<file path="config.mk">
export PLATFORM = sky130hd
export DESIGN_NAME = field_timing_gen
export DESIGN_NICKNAME = d
export VERILOG_FILES = /design/src/rtl/ft_pkg.sv /design/src/rtl/ft_half_div.sv /design/src/rtl/ft_halfline_ctr.sv /design/src/rtl/ft_pulse_gen.sv /design/src/rtl/field_timing_gen.sv
export SDC_FILE = /design/constraint.sdc
export NUM_CORES = 1
export LEC_CHECK = 0
export ABC_AREA = 1
export ABC_CLOCK_PERIOD_IN_PS = 2450
export BUFFER_PORTS_ARGS = -buffer_cell sky130_fd_sc_hd__clkbuf_2
export CAP_MARGIN = 20
export CORE_ASPECT_RATIO = 0.7
export CORE_MARGIN = 2
export CORE_UTILIZATION = 42
export CTS_BUF_LIST = sky130_fd_sc_hd__clkbuf_4 sky130_fd_sc_hd__clkbuf_8
export DETAILED_ROUTE_END_ITERATION = 12
export GPL_ROUTABILITY_DRIVEN = 0
export PLACE_DENSITY = 0.59
export SLEW_MARGIN = 0
export SYNTH_ARGS = -nofsm -noshare
export SYNTH_HDL_FRONTEND = slang
export SYNTH_SLANG_ARGS = --single-unit
</file>
<file path="constraint.sdc">
create_clock -name clk -period 2.45 [get_ports clk]
set_input_delay 0.49 -clock clk [delete_from_list [all_inputs] [get_ports clk]]
set_output_delay 0.49 -clock clk [all_outputs]
set_load 0.05 [all_outputs]
</file>
<file path="src/rtl/ft_pkg.sv">
package ft_pkg;

  // Width of the half-line counter; covers the longest field (626).
  localparam int HL_W = 10;

  typedef enum logic [1:0] {
    SCR_OFF    = 2'd0,
    SCR_LINE2  = 2'd1,
    SCR_FIELD8 = 2'd2,
    SCR_FIELD4 = 2'd3
  } scr_mode_e;

  typedef struct packed {
    logic      rate60;
    logic [1:0] flc;
    scr_mode_e scr;
  } ft_cfg_t;

  // Half-lines per field for a rate / length-control pair.
  function automatic logic [HL_W-1:0] field_halflines(input logic rate60,
                                                      input logic [1:0] flc);
    logic [HL_W-1:0] nominal;
    nominal = rate60 ? HL_W'(525) : HL_W'(625);
    case (flc)
      2'd0:    return nominal;
      2'd1:    return nominal - HL_W'(1);
      default: return nominal + HL_W'(1);
    endcase
  endfunction

endpackage

</file>
<file path="src/rtl/ft_half_div.sv">
module ft_half_div #(
  parameter int HALF = 864
) (
  input  logic clk,
  input  logic rst_n,
  input  logic resync,
  output logic tick
);
  localparam int DW = (HALF > 1) ? $clog2(HALF) : 1;
  localparam logic [DW-1:0] LAST = DW'(HALF - 1);

  logic [DW-1:0] div_q;

  always_ff @(posedge clk) begin
    if (!rst_n)          div_q <= '0;
    else if (resync)     div_q <= '0;
    else if (div_q == LAST) div_q <= '0;
    else                 div_q <= div_q + DW'(1);
  end

  // Half-line tick on the last clock of each half-line; a resync restarts it.
  assign tick = (div_q == LAST) && !resync;
endmodule

</file>
<file path="src/rtl/ft_halfline_ctr.sv">
module ft_halfline_ctr
  import ft_pkg::*;
#(
  parameter int TRIG_SPAN = 32,
  parameter int OFS_W     = 5
) (
  input  logic             clk,
  input  logic             rst_n,
  input  logic             tick,
  input  logic             resync,
  input  logic [OFS_W-1:0] ofs,
  input  logic [HL_W-1:0]  len,
  output logic [HL_W-1:0]  hl_nxt,
  output logic             line_edge,
  output logic             field_edge
);
  logic [HL_W-1:0] hl_q;
  logic            hpar_q;    // 1 on the second half of a line
  logic [HL_W-1:0] load_val;
  logic            par_load;
  logic            at_end;

  // Reload so the wrap comes TRIG_SPAN - ofs half-lines after the sync.
  assign load_val = len - HL_W'(TRIG_SPAN) + HL_W'(ofs);
  // The last tick before the wrap must close a line.
  assign par_load = 1'(TRIG_SPAN) ^ ofs[0];
  assign at_end   = (hl_q == len - HL_W'(1));

  always_comb begin
    hl_nxt = hl_q;
    if (resync)    hl_nxt = load_val;
    else if (tick) hl_nxt = at_end ? '0 : hl_q + HL_W'(1);
  end

  always_ff @(posedge clk) begin
    if (!rst_n) begin
      hl_q   <= '0;
      hpar_q <= 1'b0;
    end else begin
      hl_q <= hl_nxt;
      if (resync)    hpar_q <= par_load;
      else if (tick) hpar_q <= ~hpar_q;
    end
  end

  assign line_edge  = tick && hpar_q;
  assign field_edge = tick && at_end;
endmodule

</file>
<file path="src/rtl/ft_pulse_gen.sv">
module ft_pulse_gen
  import ft_pkg::*;
#(
  parameter int VBI_HL = 40
) (
  input  logic            clk,
  input  logic            rst_n,
  input  logic            line_edge,
  input  logic            field_edge,
  input  logic            next_interlaced,
  input  scr_mode_e       scr_mode,
  input  logic [HL_W-1:0] hl_nxt,
  input  logic            blank_force,
  output logic            line_stb,
  output logic            field_stb,
  output logic            field_id,
  output logic            scr_stb,
  output logic            blank
);
  logic       lpar_q;
  logic [2:0] fcnt_q;
  logic       scr_d;

  always_comb begin
    unique case (scr_mode)
      SCR_OFF:    scr_d = 1'b0;
      SCR_LINE2:  scr_d = line_edge && lpar_q;
      SCR_FIELD8: scr_d = field_edge && (fcnt_q == 3'd7);
      SCR_FIELD4: scr_d = field_edge && (fcnt_q[1:0] == 2'd3);
      default:    scr_d = 1'b0;
    endcase
  end

  always_ff @(posedge clk) begin
    if (!rst_n) begin
      lpar_q    <= 1'b0;
      fcnt_q    <= '0;
      line_stb  <= 1'b0;
      field_stb <= 1'b0;
      field_id  <= 1'b0;
      scr_stb   <= 1'b0;
      blank     <= 1'b0;
    end else begin
      line_stb  <= line_edge;
      field_stb <= field_edge;
      scr_stb   <= scr_d;
      blank     <= blank_force || (hl_nxt < HL_W'(VBI_HL));
      if (line_edge) lpar_q <= ~lpar_q;
      if (field_edge) begin
        fcnt_q   <= fcnt_q + 3'd1;
        field_id <= next_interlaced ? ~field_id : 1'b0;
      end
    end
  end
endmodule

</file>
<file path="src/rtl/field_timing_gen.sv">
module field_timing_gen
  import ft_pkg::*;
#(
  parameter int LINE_CLKS = 1728,
  parameter int TRIG_SPAN = 32,
  parameter int OFS_W     = 5,
  parameter int VBI_HL    = 40
) (
  input  logic             clk,
  input  logic             rst_n,
  input  logic             rate60_i,
  input  logic [1:0]       flc_i,
  input  logic [OFS_W-1:0] trig_ofs_i,
  input  logic [1:0]       scr_mode_i,
  input  logic             blank_force_i,
  input  logic             vsync_i,
  output logic             line_stb_o,
  output logic             field_stb_o,
  output logic             field_id_o,
  output logic             scr_stb_o,
  output logic             blank_o
);
  localparam int HALF = LINE_CLKS / 2;

  ft_cfg_t         cfg_q;
  logic            vs_q;
  logic            resync;
  logic            tick;
  logic [HL_W-1:0] len;
  logic [HL_W-1:0] hl_nxt;
  logic            line_edge;
  logic            field_edge;

  assign resync = vsync_i && !vs_q;
  assign len    = field_halflines(cfg_q.rate60, cfg_q.flc);

  // Controls are adopted only where a field ends.
  always_ff @(posedge clk) begin
    if (!rst_n) begin
      vs_q  <= 1'b0;
      cfg_q <= '{rate60: 1'b0, flc: 2'd0, scr: SCR_OFF};
    end else begin
      vs_q <= vsync_i;
      if (field_edge)
        cfg_q <= '{rate60: rate60_i, flc: flc_i, scr: scr_mode_e'(scr_mode_i)};
    end
  end

  ft_half_div #(.HALF(HALF)) u_div (
    .clk    (clk),
    .rst_n  (rst_n),
    .resync (resync),
    .tick   (tick)
  );

  ft_halfline_ctr #(.TRIG_SPAN(TRIG_SPAN), .OFS_W(OFS_W)) u_ctr (
    .clk        (clk),
    .rst_n      (rst_n),
    .tick       (tick),
    .resync     (resync),
    .ofs        (trig_ofs_i),
    .len        (len),
    .hl_nxt     (hl_nxt),
    .line_edge  (line_edge),
    .field_edge (field_edge)
  );

  ft_pulse_gen #(.VBI_HL(VBI_HL)) u_pulse (
    .clk             (clk),
    .rst_n           (rst_n),
    .line_edge       (line_edge),
    .field_edge      (field_edge),
    .next_interlaced (flc_i == 2'd0),
    .scr_mode        (cfg_q.scr),
    .hl_nxt          (hl_nxt),
    .blank_force     (blank_force_i),
    .line_stb        (line_stb_o),
    .field_stb       (field_stb_o),
    .field_id        (field_id_o),
    .scr_stb         (scr_stb_o),
    .blank           (blank_o)
  );
endmodule

</file>
==> results.sh <==
export IMPL_drt_wirelength_per_cell_um=12.29
export IMPL_clkPwrFrac=0.368
export IMPL_hold_viol_final=0
export IMPL_swShare=0.2845
export IMPL_clock_sinks=36
export IMPL_clk_insertion_delay_late_ps=300
export IMPL_slew_violations=0
export IMPL_die_x_um=89.71
export IMPL_timing_final_crit_share=0.8868
export IMPL_syn_inst=318
export IMPL_r2r_end="u_pulse.blank"
export IMPL_tightest_slew_ps=538.5
export IMPL_antenna_cells_inserted=0
export IMPL_total_power_mw=1.179
export IMPL_clkSlewWorstSetupHoldPaths_ps=80
export IMPL_r2r_setup_slack_ps=280
export IMPL_synthArstFlopShare=0
export IMPL_nets=369
export IMPL_rsz0062_at_grt="no"
export IMPL_clock_skew_ps=6.262
export IMPL_dieArea_mm2=0.005741
export IMPL_critical_path_max_fanout=8
export IMPL_slew_headroom=0.6388
export IMPL_multi_input_area_mm2=0.001246
export IMPL_p_leak_nw=1.034
export IMPL_grt_pass1_vias=1766
export IMPL_hp_start="vsync_i"
export IMPL_wirelength_um=5065
export IMPL_power_frac_seq=0.521
export IMPL_p_int_mw=0.8438
export IMPL_ys_types=32
export IMPL_drc_errors=0
export IMPL_max_clock_path_buffers=2
export IMPL_vias=2039
export IMPL_drv_cap=0
export IMPL_antenna_left=0
export IMPL_dr_first_iter_drc_count=150
export IMPL_worstSetupStartpointType="flop"
export IMPL_synth_warnings=0
export IMPL_post_cts_buffers=0
export IMPL_min_to="vs_q"
export IMPL_period_needed_ps=2173
export IMPL_rows=21
export IMPL_nFillCells=499
export IMPL_switchingPower_mw=0.3355
export IMPL_cts_buffers=5
export IMPL_grt_overflow_total=0
export IMPL_fin_util=0.4983
export IMPL_yosys_cell_count_top_type="nand2_1"
export IMPL_dp_hpwl_um=3943
export IMPL_placed_area_mm2=0.002335
export IMPL_synth_area_top_cells="dfxtp_1 33%, nand2_1 13%, nor2_1 7.6%"
export IMPL_setup_violations=0
export IMPL_ir_drop_mv=0.2452
export IMPL_status="finished, final reports clean"
export IMPL_path_class="flop to flop"
export IMPL_clock_tree_root_cell="clkbuf_8"
export IMPL_syn_num_nets=345
export IMPL_drive_gt1_frac=0.1516
export IMPL_hold_path_depth=3
export IMPL_synth_edff_count=0
export IMPL_core_area_mm2=0.004861
export IMPL_synth_commonest_cells="76 x nand2_1, 44 x nor2_1, 37 x inv_1"
export IMPL_track_usage=0.1936
export IMPL_cts_htree_levels=2
export IMPL_pwr_share_comb=0.111
export IMPL_grt_pass1_wl_um=8700
export IMPL_r2r_cells=14
export IMPL_die_height_um=64.00
export IMPL_regArea_um2=720.7
export IMPL_synth_ff_type="dfxtp_1"
export IMPL_cts_resized=0
export IMPL_io_buffers=18
export IMPL_cp_end_kind="flop"
export IMPL_postCtsHoldBufs=0
export IMPL_synth_top_cell_area_share=0.3337
export IMPL_power_density_mw_per_mm2=486.9
export IMPL_grt_max_degree=18
export IMPL_via_per_inst=4.949
export IMPL_hp_class="input port to flop"
export IMPL_synth_area_leader_cell="dfxtp_1"
export IMPL_syn_area_per_cell_um2=6.791
export IMPL_firstDrtPassIters=4
export IMPL_cp_required_ps=2670
export IMPL_fin_setup_tns_ps=0
export IMPL_pin_count=19
export IMPL_area_growth_pct=12.17
export IMPL_ys_seq_elements=36
export IMPL_place_ws_ps=323.1
export IMPL_cts_tree="yes"
export IMPL_start_util=0.4443
export IMPL_cp_arrival_ps=2400
export IMPL_grt_antenna_before_repair=0
export IMPL_fin_ws_ps=277.2
export IMPL_r2r_start="u_div.div_q[0]"
export IMPL_final_area_mm2=0.002422
export IMPL_seq_area_frac_synth=0.3337
export IMPL_fmax_ghz=0.4602
export IMPL_synthesis_area_mm2=0.002160
[registers in the layout, indices dropped and copies added, names as in the netlist]
| register | cells |
|---|---|
| u_pulse.fcnt_q | 3 |
| vs_q | 1 |
| u_pulse.line_stb | 1 |
| u_pulse.scr_stb | 1 |
| u_ctr.hl_q | 10 |
| cfg_q | 5 |
| u_div.div_q | 10 |
| u_pulse.blank | 1 |
| u_ctr.hpar_q | 1 |
| u_pulse.lpar_q | 1 |
| u_pulse.field_stb | 1 |
| u_pulse.field_id | 1 |
[logic make-up after synthesis]
group	after synthesis	synth area share
flops	36	0.3337
compound gates	46	0.1141
xor+xnor	5	0.02028
simple gates	170	0.3639
fa+ha+maj	13	0.07879
buf+inv	48	0.08922
[power by group through the flow]
stage	Sequential (mW)	Clock, mW	Combinational (mW)
floorplan	0.628	0	0.0865
global placement	0.628	0	0.130
detailed placement	0.628	0	0.129
CTS	0.614	0.449	0.130
global route	0.617	0.473	0.149
finish	0.615	0.433	0.131
[cell type report]
type,instances,area share
Clock buffer,5,0.02841
Multi-Input combinational cell,234,0.5145
Clock inverter,3,0.007748
Sequential cell,36,0.2975
Timing Repair Buffer,22,0.04959
Inverter,43,0.06663
Tap cell,69,0.03564
[routing by layer]
| layer | vias up | part of all wire | wire length (um) | GRT usage |
|---|---|---|---|---|
| li1 | 1070 | - | - | - |
| met1 | 904 | 0.58 | 2927 | 0.3045 |
| met2 | 59 | 0.35 | 1788 | 0.2519 |
| met3 | 6 | 0.057 | 291 | 0.05071 |
| met4 | 0 | 0.011 | 58 | 0.05769 |
| met5 | - | 0 | 0 | 0 |
[worst max-delay path: stages (launching register included)]
cell and delay [ps]:
dfxtp_1 360, ha_1 190, nand2_2 80, nor2_4 130
nand3_2 130, nor2_4 230, buf_4 210, nand2_1 80
xor2_1 170, nor2_1 70, nor2_1 130, nand2_1 70
nand2_1 60, nand2_1 70, a21oi_2 110
[stage by stage]
stage	hold slack, ps	instances
after floorplan	417.5	318
after global placement	430.2	404
after detailed placement	439.4	404
after CTS	388.1	412
final	400.3	412
after global routing	408.5	412
[worst max path at each step]
stage | slack (ps) | startpoint | endpoint | cells after the start
final | 280 | u_div.div_q[0] | u_pulse.blank | 14
after detailed placement | 320 | trig_ofs_i[0] | u_pulse.blank | 13
after global routing | 70 | u_div.div_q[0] | u_pulse.blank | 14
after floorplan | 500 | cfg_q[4] | u_pulse.blank | 17
after global placement | 320 | trig_ofs_i[2] | u_pulse.blank | 12
after CTS | 310 | u_div.div_q[0] | u_pulse.blank | 14
[cells in the final DEF (no fill, tap or decap), drive strengths merged]
cell | synthesis | routed
nand2 | 80 | 80
nor2 | 53 | 53
inv | 41 | 41
dfxtp | 36 | 36
clkbuf | 2 | 23
nand3 | 21 | 21
o21ai | 19 | 19
a21oi | 19 | 19
ha | 12 | 12
nor3 | 6 | 6
a31oi | 6 | 6
nand4 | 5 | 5
clkinv | 2 | 5
xor2 | 4 | 4
buf | 3 | 4
nor3b | 3 | 3
and2 | 1 | 1
o211ai | 1 | 1
xnor2 | 1 | 1
o21a | 1 | 1
or2 | 1 | 1
fa | 1 | 1
(Power assumes the default switching activity.)
